[src/rtl/dcrm_pkg.sv]
package dcrm_pkg;
  localparam int unsigned DEF_DATA_W  = 24;
  localparam int unsigned DEF_FRAC_W  = 13;
  localparam int unsigned DEF_K_SHIFT = 13;
  localparam int unsigned DEF_NUM_CH  = 2;

  typedef enum logic {
    TRACK_DC = 1'b0,
    HOLD_DC  = 1'b1
  } dc_mode_e;
endpackage

[src/rtl/dcrm_rst_sync.sv]
module dcrm_rst_sync #(
  parameter int unsigned STAGES = 2
) (
  input  logic clk,
  input  logic rst_n,
  output logic rst_n_sync
);
  logic [STAGES-1:0] sh_q;
  logic [STAGES-1:0] sh_d;

  always_comb begin
    sh_d = {sh_q[STAGES-2:0], 1'b1};
  end

  always_ff @(posedge clk or negedge rst_n) begin
    if (!rst_n) sh_q <= '0;
    else        sh_q <= sh_d;
  end

  assign rst_n_sync = sh_q[STAGES-1];
endmodule

[src/rtl/dcrm_dc_track.sv]
module dcrm_dc_track
  import dcrm_pkg::*;
#(
  parameter int unsigned DATA_W  = DEF_DATA_W,
  parameter int unsigned FRAC_W  = DEF_FRAC_W,
  parameter int unsigned K_SHIFT = DEF_K_SHIFT
) (
  input  logic                     clk,
  input  logic                     rst_n,
  input  logic                     smp_valid,
  input  logic signed [DATA_W-1:0] smp,
  input  logic                     hold,
  output logic signed [DATA_W-1:0] dc_int
);
  localparam int unsigned ACC_W = DATA_W + FRAC_W;

  dc_mode_e                mode;
  logic                    upd_en;
  logic signed [ACC_W-1:0] acc_q;
  logic signed [ACC_W-1:0] acc_d;
  logic signed [ACC_W:0]   acc_ext;
  logic signed [ACC_W:0]   x_ext;
  logic signed [ACC_W:0]   diff;
  logic signed [ACC_W:0]   step;
  logic signed [ACC_W:0]   acc_sum;

  always_comb begin
    mode    = hold ? HOLD_DC : TRACK_DC;
    upd_en  = smp_valid && (mode == TRACK_DC);
    acc_ext = {acc_q[ACC_W-1], acc_q};
    x_ext   = {smp[DATA_W-1], smp, {FRAC_W{1'b0}}};
    diff    = x_ext - acc_ext;
    step    = diff >>> K_SHIFT;
    acc_sum = acc_ext + step;
    acc_d   = acc_sum[ACC_W-1:0];
  end

  always_ff @(posedge clk or negedge rst_n) begin
    if (!rst_n)      acc_q <= '0;
    else if (upd_en) acc_q <= acc_d;
  end

  assign dc_int = acc_q[ACC_W-1:FRAC_W];

  p_frozen_r6: assert property (@(posedge clk) disable iff (!rst_n)
    ($past(hold) || !$past(smp_valid)) |-> $stable(acc_q));

  p_step_between_r4: assert property (@(posedge clk) disable iff (!rst_n)
    $past(upd_en) |->
      ((acc_ext >= $past(acc_ext) && acc_ext <= $past(x_ext)) ||
       (acc_ext <= $past(acc_ext) && acc_ext >= $past(x_ext))));

  p_no_overflow_r4: assert property (@(posedge clk) disable iff (!rst_n)
    upd_en |-> (acc_sum[ACC_W] == acc_sum[ACC_W-1]));
endmodule

[src/rtl/dcrm_sub_sat.sv]
module dcrm_sub_sat #(
  parameter int unsigned DATA_W = 24
) (
  input  logic                     clk,
  input  logic                     rst_n,
  input  logic                     smp_valid,
  input  logic signed [DATA_W-1:0] smp,
  input  logic signed [DATA_W-1:0] dc_int,
  output logic signed [DATA_W-1:0] y
);
  localparam logic signed [DATA_W-1:0] Y_MAX = {1'b0, {(DATA_W-1){1'b1}}};
  localparam logic signed [DATA_W-1:0] Y_MIN = {1'b1, {(DATA_W-1){1'b0}}};

  logic signed [DATA_W:0]   wide;
  logic signed [DATA_W-1:0] y_d;

  always_comb begin
    wide = {smp[DATA_W-1], smp} - {dc_int[DATA_W-1], dc_int};
    if (wide[DATA_W] != wide[DATA_W-1])
      y_d = wide[DATA_W] ? Y_MIN : Y_MAX;
    else
      y_d = wide[DATA_W-1:0];
  end

  always_ff @(posedge clk or negedge rst_n) begin
    if (!rst_n)         y <= '0;
    else if (smp_valid) y <= y_d;
  end

  p_sign_kept_r8: assert property (@(posedge clk) disable iff (!rst_n)
    $past(smp_valid) |-> (y[DATA_W-1] == ($past(smp) < $past(dc_int))));

  p_out_hold_r2: assert property (@(posedge clk) disable iff (!rst_n)
    !$past(smp_valid) |-> $stable(y));
endmodule

[src/rtl/dcrm_filter.sv]
module dcrm_filter
  import dcrm_pkg::*;
#(
  parameter int unsigned DATA_W  = DEF_DATA_W,
  parameter int unsigned FRAC_W  = DEF_FRAC_W,
  parameter int unsigned K_SHIFT = DEF_K_SHIFT,
  parameter int unsigned NUM_CH  = DEF_NUM_CH
) (
  input  logic                     clk,
  input  logic                     rst_n,
  input  logic                     in_valid,
  input  logic [NUM_CH*DATA_W-1:0] in_data,
  input  logic                     hold_dc,
  output logic                     out_valid,
  output logic [NUM_CH*DATA_W-1:0] out_data
);
  localparam int unsigned BUS_W = NUM_CH * DATA_W;

  logic             rst_n_s;
  logic             vld_q;
  logic             vld_d;
  logic [BUS_W-1:0] y_bus;

  dcrm_rst_sync #(.STAGES(2)) u_rst (
    .clk        (clk),
    .rst_n      (rst_n),
    .rst_n_sync (rst_n_s)
  );

  for (genvar c = 0; c < NUM_CH; c++) begin : g_lane
    logic signed [DATA_W-1:0] x_c;
    logic signed [DATA_W-1:0] dc_c;
    logic signed [DATA_W-1:0] y_c;

    assign x_c = in_data[c*DATA_W +: DATA_W];

    dcrm_dc_track #(
      .DATA_W  (DATA_W),
      .FRAC_W  (FRAC_W),
      .K_SHIFT (K_SHIFT)
    ) u_track (
      .clk       (clk),
      .rst_n     (rst_n_s),
      .smp_valid (in_valid),
      .smp       (x_c),
      .hold      (hold_dc),
      .dc_int    (dc_c)
    );

    dcrm_sub_sat #(.DATA_W(DATA_W)) u_sub (
      .clk       (clk),
      .rst_n     (rst_n_s),
      .smp_valid (in_valid),
      .smp       (x_c),
      .dc_int    (dc_c),
      .y         (y_c)
    );

    assign y_bus[c*DATA_W +: DATA_W] = y_c;
  end

  always_comb begin
    vld_d = in_valid;
  end

  always_ff @(posedge clk or negedge rst_n_s) begin
    if (!rst_n_s) vld_q <= 1'b0;
    else          vld_q <= vld_d;
  end

  assign out_valid = vld_q;
  assign out_data  = y_bus;

  p_valid_latency_r2: assert property (@(posedge clk) disable iff (!rst_n_s)
    $past(rst_n_s) |-> (out_valid == $past(in_valid)));
endmodule

[config.mk]
export PLATFORM = sky130hd
export DESIGN_NAME = dcrm_filter
export DESIGN_NICKNAME = d
export VERILOG_FILES = /design/src/rtl/dcrm_pkg.sv /design/src/rtl/dcrm_rst_sync.sv /design/src/rtl/dcrm_dc_track.sv /design/src/rtl/dcrm_sub_sat.sv /design/src/rtl/dcrm_filter.sv
export SDC_FILE = /design/constraint.sdc
export NUM_CORES = 1
export LEC_CHECK = 0
export BUFFER_PORTS_ARGS = -buffer_cell sky130_fd_sc_hd__buf_2
export CAP_MARGIN = 0
export CELL_PAD_IN_SITES_DETAIL_PLACEMENT = 0
export CELL_PAD_IN_SITES_GLOBAL_PLACEMENT = 2
export CORE_MARGIN = 3
export CORE_UTILIZATION = 34
export DETAILED_ROUTE_END_ITERATION = 8
export PLACE_DENSITY = 0.81
export SYNTH_ARGS = -nofsm -noshare
export SYNTH_HDL_FRONTEND = slang
export SYNTH_HIERARCHICAL = 1
export SYNTH_SLANG_ARGS = --single-unit
[constraint.sdc]
create_clock -name clk -period 3.8 [get_ports clk]
set_clock_uncertainty 0.1 [all_clocks]
set_input_delay 0.76 -clock clk [delete_from_list [all_inputs] [get_ports clk]]
set_output_delay 0.76 -clock clk [all_outputs]
set_load 0.01 [all_outputs]
# Yosys cells after proc, flatten, opt, wreduce, memory -nomap -nowiden
# Index checks and enable logic that the tools add are counted.
word_totals:
  reg_bits: 125
  inputBits: 52
  out_inout_bits: 49
  word_cells: 21
classes:
  addsub: 6
  eq_ne: 2
  muxes: 5
  bitwise_logic: 1
  reduce_logical: 1
ops:
  columns: ["cell", "n"]
  rows:
  - ["two-way mux 24 bit", 4]
  - ["subtractor 37 x 37 -> 38 bit", 2]
  - ["adder 37 x 25 -> 37 bit", 2]
  - ["subtractor 24 x 24 -> 25 bit", 2]
  - ["!= test 1 bit", 2]
  - ["logical AND 1 bit", 1]
  - ["two-way mux 1 bit", 1]
  - ["NOT 1 bit", 1]

# Longest topological paths before layout
# Gate-level depths: netlist of the first run.
depth:
  depth_word: 3
  mapped_depth: 25
  depth_no_buf: 25

# Modules after synthesis
# Netlist of the first run, hierarchy kept.
modules_own_cells:
  columns: ["mod", "n_inst", "cells_per_inst", "area_per_inst_um2", "seq_area_each_um2"]
  rows:
  - ["dcrm_dc_track", 2, 542, 4311.6, 925.9]
  - ["dcrm_sub_sat", 2, 294, 2332.2, 600.6]
  - ["dcrm_rst_sync", 1, 3, 53.8, 50.0]
  - ["dcrm_filter", 1, 1, 25.0, 25.0]

# Least setup slack after synthesis of the first run
# OpenSTA, ideal clock, no wires.
synth_path:
  path_type: "in2reg"
  start: "in in_data[1]"
  end: "reg g_lane[0].u_track.acc_q[34]"
  setup_ns: 0.133
  t_arrival_ns: 4.963
  t_required_ns: 3.567
  path_slack_ns: -1.396
  cell_stages: 24
  n_path_buf: 0
  cell_sequence: "ha_1 a21o_1 a21oi_1 o211ai_1 o2111ai_2 a2111oi_4 or3_2 nand2_1 a21boi_2 o21a_1 nor2_1 xnor2_1 ha_1 a21oi_1 o21bai_1 a21oi_1 a2bb2oi_1 o31ai_1 o21ai_0 nand2b_1 a311o_1 a21oi_1 xor2_1 o21ai_0"
synth_between:
  elab_chain_len: 2
synth_lines:
  columns: ["item", "line_no", "rtl"]
  rows:
  - ["start, declared", "dcrm_filter.sv:12", "input logic [NUM_CH*DATA_W-1:0] in_data,"]
  - ["subtractor 37 x 37 -> 38 bit", "dcrm_dc_track.sv:32", "diff = x_ext - acc_ext;"]
  - ["adder 37 x 25 -> 37 bit", "dcrm_dc_track.sv:34", "acc_sum = acc_ext + step;"]
  - ["end signal, assigned", "dcrm_dc_track.sv:39", "if (!rst_n) acc_q <= '0;"]
  - ["end signal, assigned", "dcrm_dc_track.sv:40", "else if (upd_en) acc_q <= acc_d;"]
  - ["end, declared", "dcrm_dc_track.sv:19", "logic signed [ACC_W-1:0] acc_q;"]
# Every way passes these cells.
# A chain may end at the register's enable or synchronous reset.

# Worst setup path after layout of the first run
layout_path:
  start: "reg g_lane[0].u_track.acc_q[17]"
  end: "reg g_lane[0].u_track.acc_q[34]"
layout_between:
  elab_chain_len: 2
layout_lines:
  columns: ["item", "line_no"]
  rows:
  - ["subtractor 37 x 37 -> 38 bit", "dcrm_dc_track.sv:32"]
  - ["adder 37 x 25 -> 37 bit (*)", "dcrm_dc_track.sv:34"]
# Every way passes the cells marked *; elsewhere a longest branch is shown, timed or not.

==> results of run 1 <==
[area by class of cell]
class                   instances  area share, %
clock buffers                  18           2.18
clock inverters                14          0.687
inverters                     138           2.63
multi-input cells            1323           52.7
flip-flops and latches        125           15.9
well taps                     511           3.25
repair buffers                611           22.6
[metrics by stage]
step,TNS [ns],util (%),hold slack (ns)
2_1_floorplan,-26.98,-,0.231
3_3_place_gp,-57.84,45.7,0.238
3_5_place_dp,-61.20,45.7,0.237
4_1_cts,-27.75,49.5,0.251
5_1_grt,-40.46,51.5,0.257
6_report,-28.94,51.5,0.248
[cell families (layout without fill, tap and decap cells)]
logic type / after synthesis / in the layout / synth area share, %
AOI/OAI and AO/OA: 548 / 548 / 26.9
and+or+nand+nor: 464 / 464 / 16.0
buffers and inverters: 228 / 781 / 8.16
adders and majority gates: 174 / 174 / 16.5
xor gates and xnor gates: 134 / 134 / 8.78
DFF: 125 / 125 / 23.4
muxes: 2 / 2 / 0.150
other: 1 / 1 / 0.0281
[metal layers]
layer  vias up  global-route usage (%)  share of wire, %
met5         -                       0                 0
met1      6543                    25.4                42
met4         0                    8.77               3.7
met2       185                    41.3                52
li1       6977                       -                 -
met3        76                    3.11               2.4
[placed cells by master (no fill, tap or decap), types with 8 or more instances in the layout]
| cell type | count |
|---|---|
| buf_4 | 483 |
| ha_1 | 154 |
| nand2_1 | 151 |
| a21oi_1 | 140 |
| inv_1 | 132 |
| nor2_1 | 124 |
| dfrtp_1 | 123 |
| buf_2 | 100 |
| a21o_1 | 86 |
| o21ai_0 | 67 |
| xnor2_1 | 64 |
| xor2_1 | 52 |
| o21ai_1 | 44 |
| a21oi_2 | 29 |
| nand3_1 | 27 |
| buf_6 | 26 |
| a31oi_1 | 23 |
| nor2b_1 | 20 |
| o21a_1 | 19 |
| nor3_1 | 18 |
| nand2b_1 | 18 |
| clkbuf_16 | 17 |
| ha_4 | 16 |
| o21ai_2 | 15 |
| o21bai_1 | 12 |
| nand4_1 | 12 |
| and3_1 | 11 |
| o211ai_1 | 10 |
| xnor2_2 | 9 |
| and2_1 | 8 |
[worst max-delay path, stage by stage (launching register included)]
cell and delay (ns):
dfrtp_1 0.39, inv_2 0.10, ha_4 0.21, a21o_1 0.17, a21oi_2 0.16, o211ai_1 0.14, o2111ai_2 0.30, a2111oi_4 0.12
or3_4 0.35, nand2_2 0.08, a21boi_2 0.05, o21a_1 0.20, nor2_1 0.13, xnor2_1 0.10, ha_1 0.35, a21oi_2 0.18
o21bai_1 0.10, a21oi_2 0.21, a2bb2oi_2 0.20, o31ai_4 0.13, o21ai_1 0.15, nand2b_1 0.11, a311o_1 0.30, a21oi_2 0.15
xor2_1 0.15, o21ai_1 0.07
[state kept, by name (all words and copies together), names as in the netlist]
name and count:
g_lane.u_sub/y 48, g_lane.u_track/acc_q 74, out_valid 1, u_rst/sh_q 2
[final timing paths]
check / start / cells after the start / slack (ns) / to
worst max-delay path: g_lane[0].u_track/acc_q[17] / 25 / -1.06 / g_lane[0].u_track/acc_q[34]
worst min-delay path: u_rst/sh_q[0] / 0 / 0.25 / u_rst/sh_q[1]
worst max register to register: g_lane[0].u_track/acc_q[17] / 25 / -1.06 / g_lane[0].u_track/acc_q[34]
worst min register to register: u_rst/sh_q[0] / 0 / 0.25 / u_rst/sh_q[1]
max in group asynchronous: u_rst/sh_q[1] / 1 / 2.36 / g_lane[0].u_track/acc_q[7]
min in group asynchronous: u_rst/sh_q[1] / 0 / 0.32 / g_lane[1].u_track/acc_q[0]
[timing repair]
action / in CTS / in global routing
endpoints found under the setup margin: 58 / 67
endpoints found under the hold margin: 2 / 0
pin swaps: 119 / 88
hold buffers: 1 / 0
gates resized for setup: 145 / 114
setup buffers: 37 / 32
==> flow_metrics.tcl, run 1 <==
set metrics [dict create \
    run_status "complete, but fails checks" \
    failed_checks "setup timing" \
    worstPathMaxFanout 3 \
    hp-class "reg2reg" \
    yosys.area.top_type "dfrtp_1" \
    clk_path_buf_depth 2 \
    synthesis.instances 1676 \
    fin_ws_ns -1.06 \
    gp_congestion 0.889 \
    rsz0062_at_grt "yes" \
    ys_async_sr_fraction_pct 100 \
    ys.warnings.count 6 \
    hold_viol_final 0 \
    drt_pass1_iterations 5 \
    start_util_pct 35.0 \
    antenna_left 0 \
    drt_iter0_drc 589 \
    slew_violations 0 \
    via_per_inst 5.03 \
    synthToLayoutAreaGrowth_pct 47.2 \
    nNetsFinal 2442 \
    synth.area.top_cells "dfrtp_1, ha_1, a21oi_1" \
    max-slew-margin-rel_pct 34.0 \
    dpl_worst_slack_ns -1.65 \
    yosysMostFrequentCell "a21oi_1" \
    stdcell_area_mm2 0.0197 \
    yosys.area.top_type_share_pct 23.4 \
    postPlaceCellArea_mm2 0.0175 \
    antenna_found_initial 0 \
    dp_hpwl_mm 37.0 \
    ys_seq_area_share_pct 23.4 \
    crit_type "reg2reg" \
    grt_max_degree 75 \
    grt_use_total_pct 22.2 \
    io_buffers 100 \
    finalCriticalPeriod_ns 4.86 \
    cp-end-kind "flop" \
    netlist_top_cells_count "a21oi_1, ha_1, nand2_1" \
    detail_route.wl_per_cell_um 16.9 \
    fp.dieH_um 204 \
    place_inst 2644 \
    cts_made_buffers 17 \
    core_area_mm2 0.0382 \
    vias 13781 \
    final-seq-area_mm2 0.00313 \
    antennaDiodeCount 0 \
    boundaryPins 101 \
    max_freq_mhz 206 \
    cts_sinks 125 \
    start_kind "flop" \
    cts-htree-levels 4 \
    cp.arrival_ns 5.07 \
    synth_edf_count 0 \
    yosys_most_used_dff "dfrtp_1" \
    cp_data_required_time_ns 4.01 \
    cts_tree "done" \
    setup_viol 46 \
    insertion_delay_ns 0.46 \
    syn_nets 1902 \
    ys_ff_latch 125 \
    stdcell_count 2740 \
    path_clk_slew_ns 0.07 \
    netlist_area_mm2 0.0134 \
    drive_gt1_share_pct 38.5 \
    drv_cap 0 \
    overflow 0 \
    yosysUniqueCellTypes 67 \
    worst_pin_slew_ns 0.990 \
    fp-row-count 71 \
    cts-root-buf "clkbuf_16" \
    fillers 3681 \
    first_global_vias 14267 \
    die_w_um 204 \
    grt_pass1_wl_mm 72.9 \
    wirelength_mm 46.3 \
    drc 0 \
    die-area_mm2 0.0417 \
    period_share_pct 128 \
    avgSynthCellArea_um2 7.98 \
    multi_input_area_mm2 0.0104 \
]
Power of run 1 is left out: the tool's default activity adds up to more than one toggle a clock period on the data nets, which glitch-free logic cannot reach.
==> run 2: changes to the inputs <==
Settings changed: CTS_BUF_LIST from default to sky130_fd_sc_hd__clkbuf_4, CTS_CLUSTER_SIZE from default to 14, RECOVER_POWER from default to 50.
==> flow_metrics.tcl, run 2 (synthesis gave the netlist of run 1 again) <==
set metrics [dict create \
    path_buf_inv 1 \
    cts_tree "done" \
    antenna_found_initial 1 \
    wirelength_mm 46.3 \
    critPathLaunch "g_lane[0].u_track/acc_q[14]" \
    nNetsFinal 2448 \
    rr_worst_depth 25 \
    io_buffers 100 \
    slew_violations 95 \
    fp.dieH_um 204 \
    fin_ws_ns -1.02 \
    path_clk_slew_ns 0.15 \
    insertion_delay_ns 0.65 \
    cp_top_family "compound AO/OA/AOI/OAI gates" \
    fillers 3702 \
    gp_congestion 0.889 \
    grt_use_total_pct 22.1 \
    hold_start "u_rst/sh_q[0]" \
    cp-end-kind "flop" \
    start_util_pct 35.0 \
    synthToLayoutAreaGrowth_pct 46.6 \
    cp_slowest_cell "dfrtp_1" \
    hp-class "reg2reg" \
    r2r_end "g_lane[0].u_track/acc_q[34]" \
    place_inst 2644 \
    largest_register "g_lane.u_track/acc_q" \
    start_kind "flop" \
    cp_data_required_time_ns 4.21 \
    fin_util_pct 51.3 \
    rrSetupSlack_ns -1.02 \
    path_common_cell "a21oi_2" \
    regToRegStartpoint "g_lane[0].u_track/acc_q[14]" \
    setup_viol 44 \
    dp_hpwl_mm 37.0 \
    worstPathMaxFanout 3 \
    cts-htree-levels 4 \
    grt_max_degree 75 \
    crit_path_end "g_lane[0].u_track/acc_q[34]" \
    clk_path_buf_depth 2 \
    die-area_mm2 0.0417 \
    drc 0 \
    drt_iter0_drc 535 \
    rsz0062_at_grt "yes" \
    final_cell_mix "buf_4, ha_1, nand2_1, a21oi_1, inv_1" \
    layout.cells.most_common "buf_4" \
    grt_pass1_wl_mm 72.7 \
    overflow 0 \
    failed_checks "capacitance limit, slew limit, setup timing" \
    drive_gt1_share_pct 39.8 \
    first_global_vias 14298 \
    cp.arrival_ns 5.23 \
    boundaryPins 101 \
    stdcell_count 2748 \
    drv_cap 2 \
    worst_pin_slew_ns 2.35 \
    cts_sinks 125 \
    cts_made_buffers 17 \
    finalCriticalPeriod_ns 4.82 \
    vias 13778 \
    antenna_left 0 \
    drt_pass1_iterations 5 \
    max_stage_delay_ns 0.42 \
    top_regs "g_lane.u_track/acc_q x74, g_lane.u_sub/y x48, u_rst/sh_q x2" \
    detail_route.wl_per_cell_um 16.9 \
    crit_type "reg2reg" \
    hold_viol_final 0 \
    die_w_um 204 \
    max_freq_mhz 207 \
    cts-root-buf "clkbuf_4" \
    largest_reg_flops 74 \
    max-slew-margin-rel_pct -56.8 \
    run_status "complete, but fails checks" \
    fp-row-count 71 \
    via_per_inst 5.01 \
    core_area_mm2 0.0382 \
    path_depth 25 \
    timing.hold.ws_ns 0.263 \
    period_share_pct 127 \
]
==> run 2: cell count changes in the layout (fill, tap and decap cells not counted), moves of 5 or more <==
cell	before	now
xnor2_1	64	59
o21ai_1	44	57
a21oi_1	140	132
a21oi_2	29	36
o21ai_0	67	53
clkbuf_16	17	0
clkbuf_4	0	19
xnor2_2	9	14
==> run 2: worst min-delay path by stage <==
stage | end | cells after the start
floorplan | u_rst/sh_q[1] | 0
global placement | u_rst/sh_q[1] | 0
detailed placement | u_rst/sh_q[1] | 0
CTS | u_rst/sh_q[1] | 0
global route | u_rst/sh_q[1] | 0
finish | u_rst/sh_q[1] | 0
==> run 2: layout make-up <==
type / count / area, um2 / area share [%]
sequential: 125 / 3130 / 16.0
multi-input combinational: 1323 / 10500 / 53.6
antenna: 2 / 5.00 / 0.0255
tap: 511 / 639 / 3.26
inverter: 138 / 520 / 2.66
clock inverter: 14 / 135 / 0.690
timing repair buffer: 617 / 4540 / 23.2
clock buffer: 18 / 135 / 0.690
==> run 2: stage by stage <==
stage                     setup TNS (ns)  area [um2]  setup WS [ns]
after floorplan                   -26.98       13500          -1.05
after global placement            -57.84       17500          -1.63
after detailed placement          -61.20       17500          -1.65
after CTS                         -27.65       18800         -0.959
after global routing              -52.12       19600          -1.27
final                             -28.04       19600          -1.02
==> run 2: metal layers <==
metal	global-route usage [%]	vias to the layer above	routed length, um
met4	7.05	0	1390
met1	25.5	6553	19300
met2	41.8	179	24400
met3	3.01	58	1160
li1	-	6988	-
met5	0	-	0
==> run 2: what timing repair did <==
action / CTS / global route
gates resized for setup: 177 / 134
setup buffers: 38 / 40
setup endpoints to repair: 58 / 67
pin swaps: 134 / 137
hold buffers: 1 / 0
hold endpoints to repair: 2 / 0
Power of run 2 is left out for the same reason.
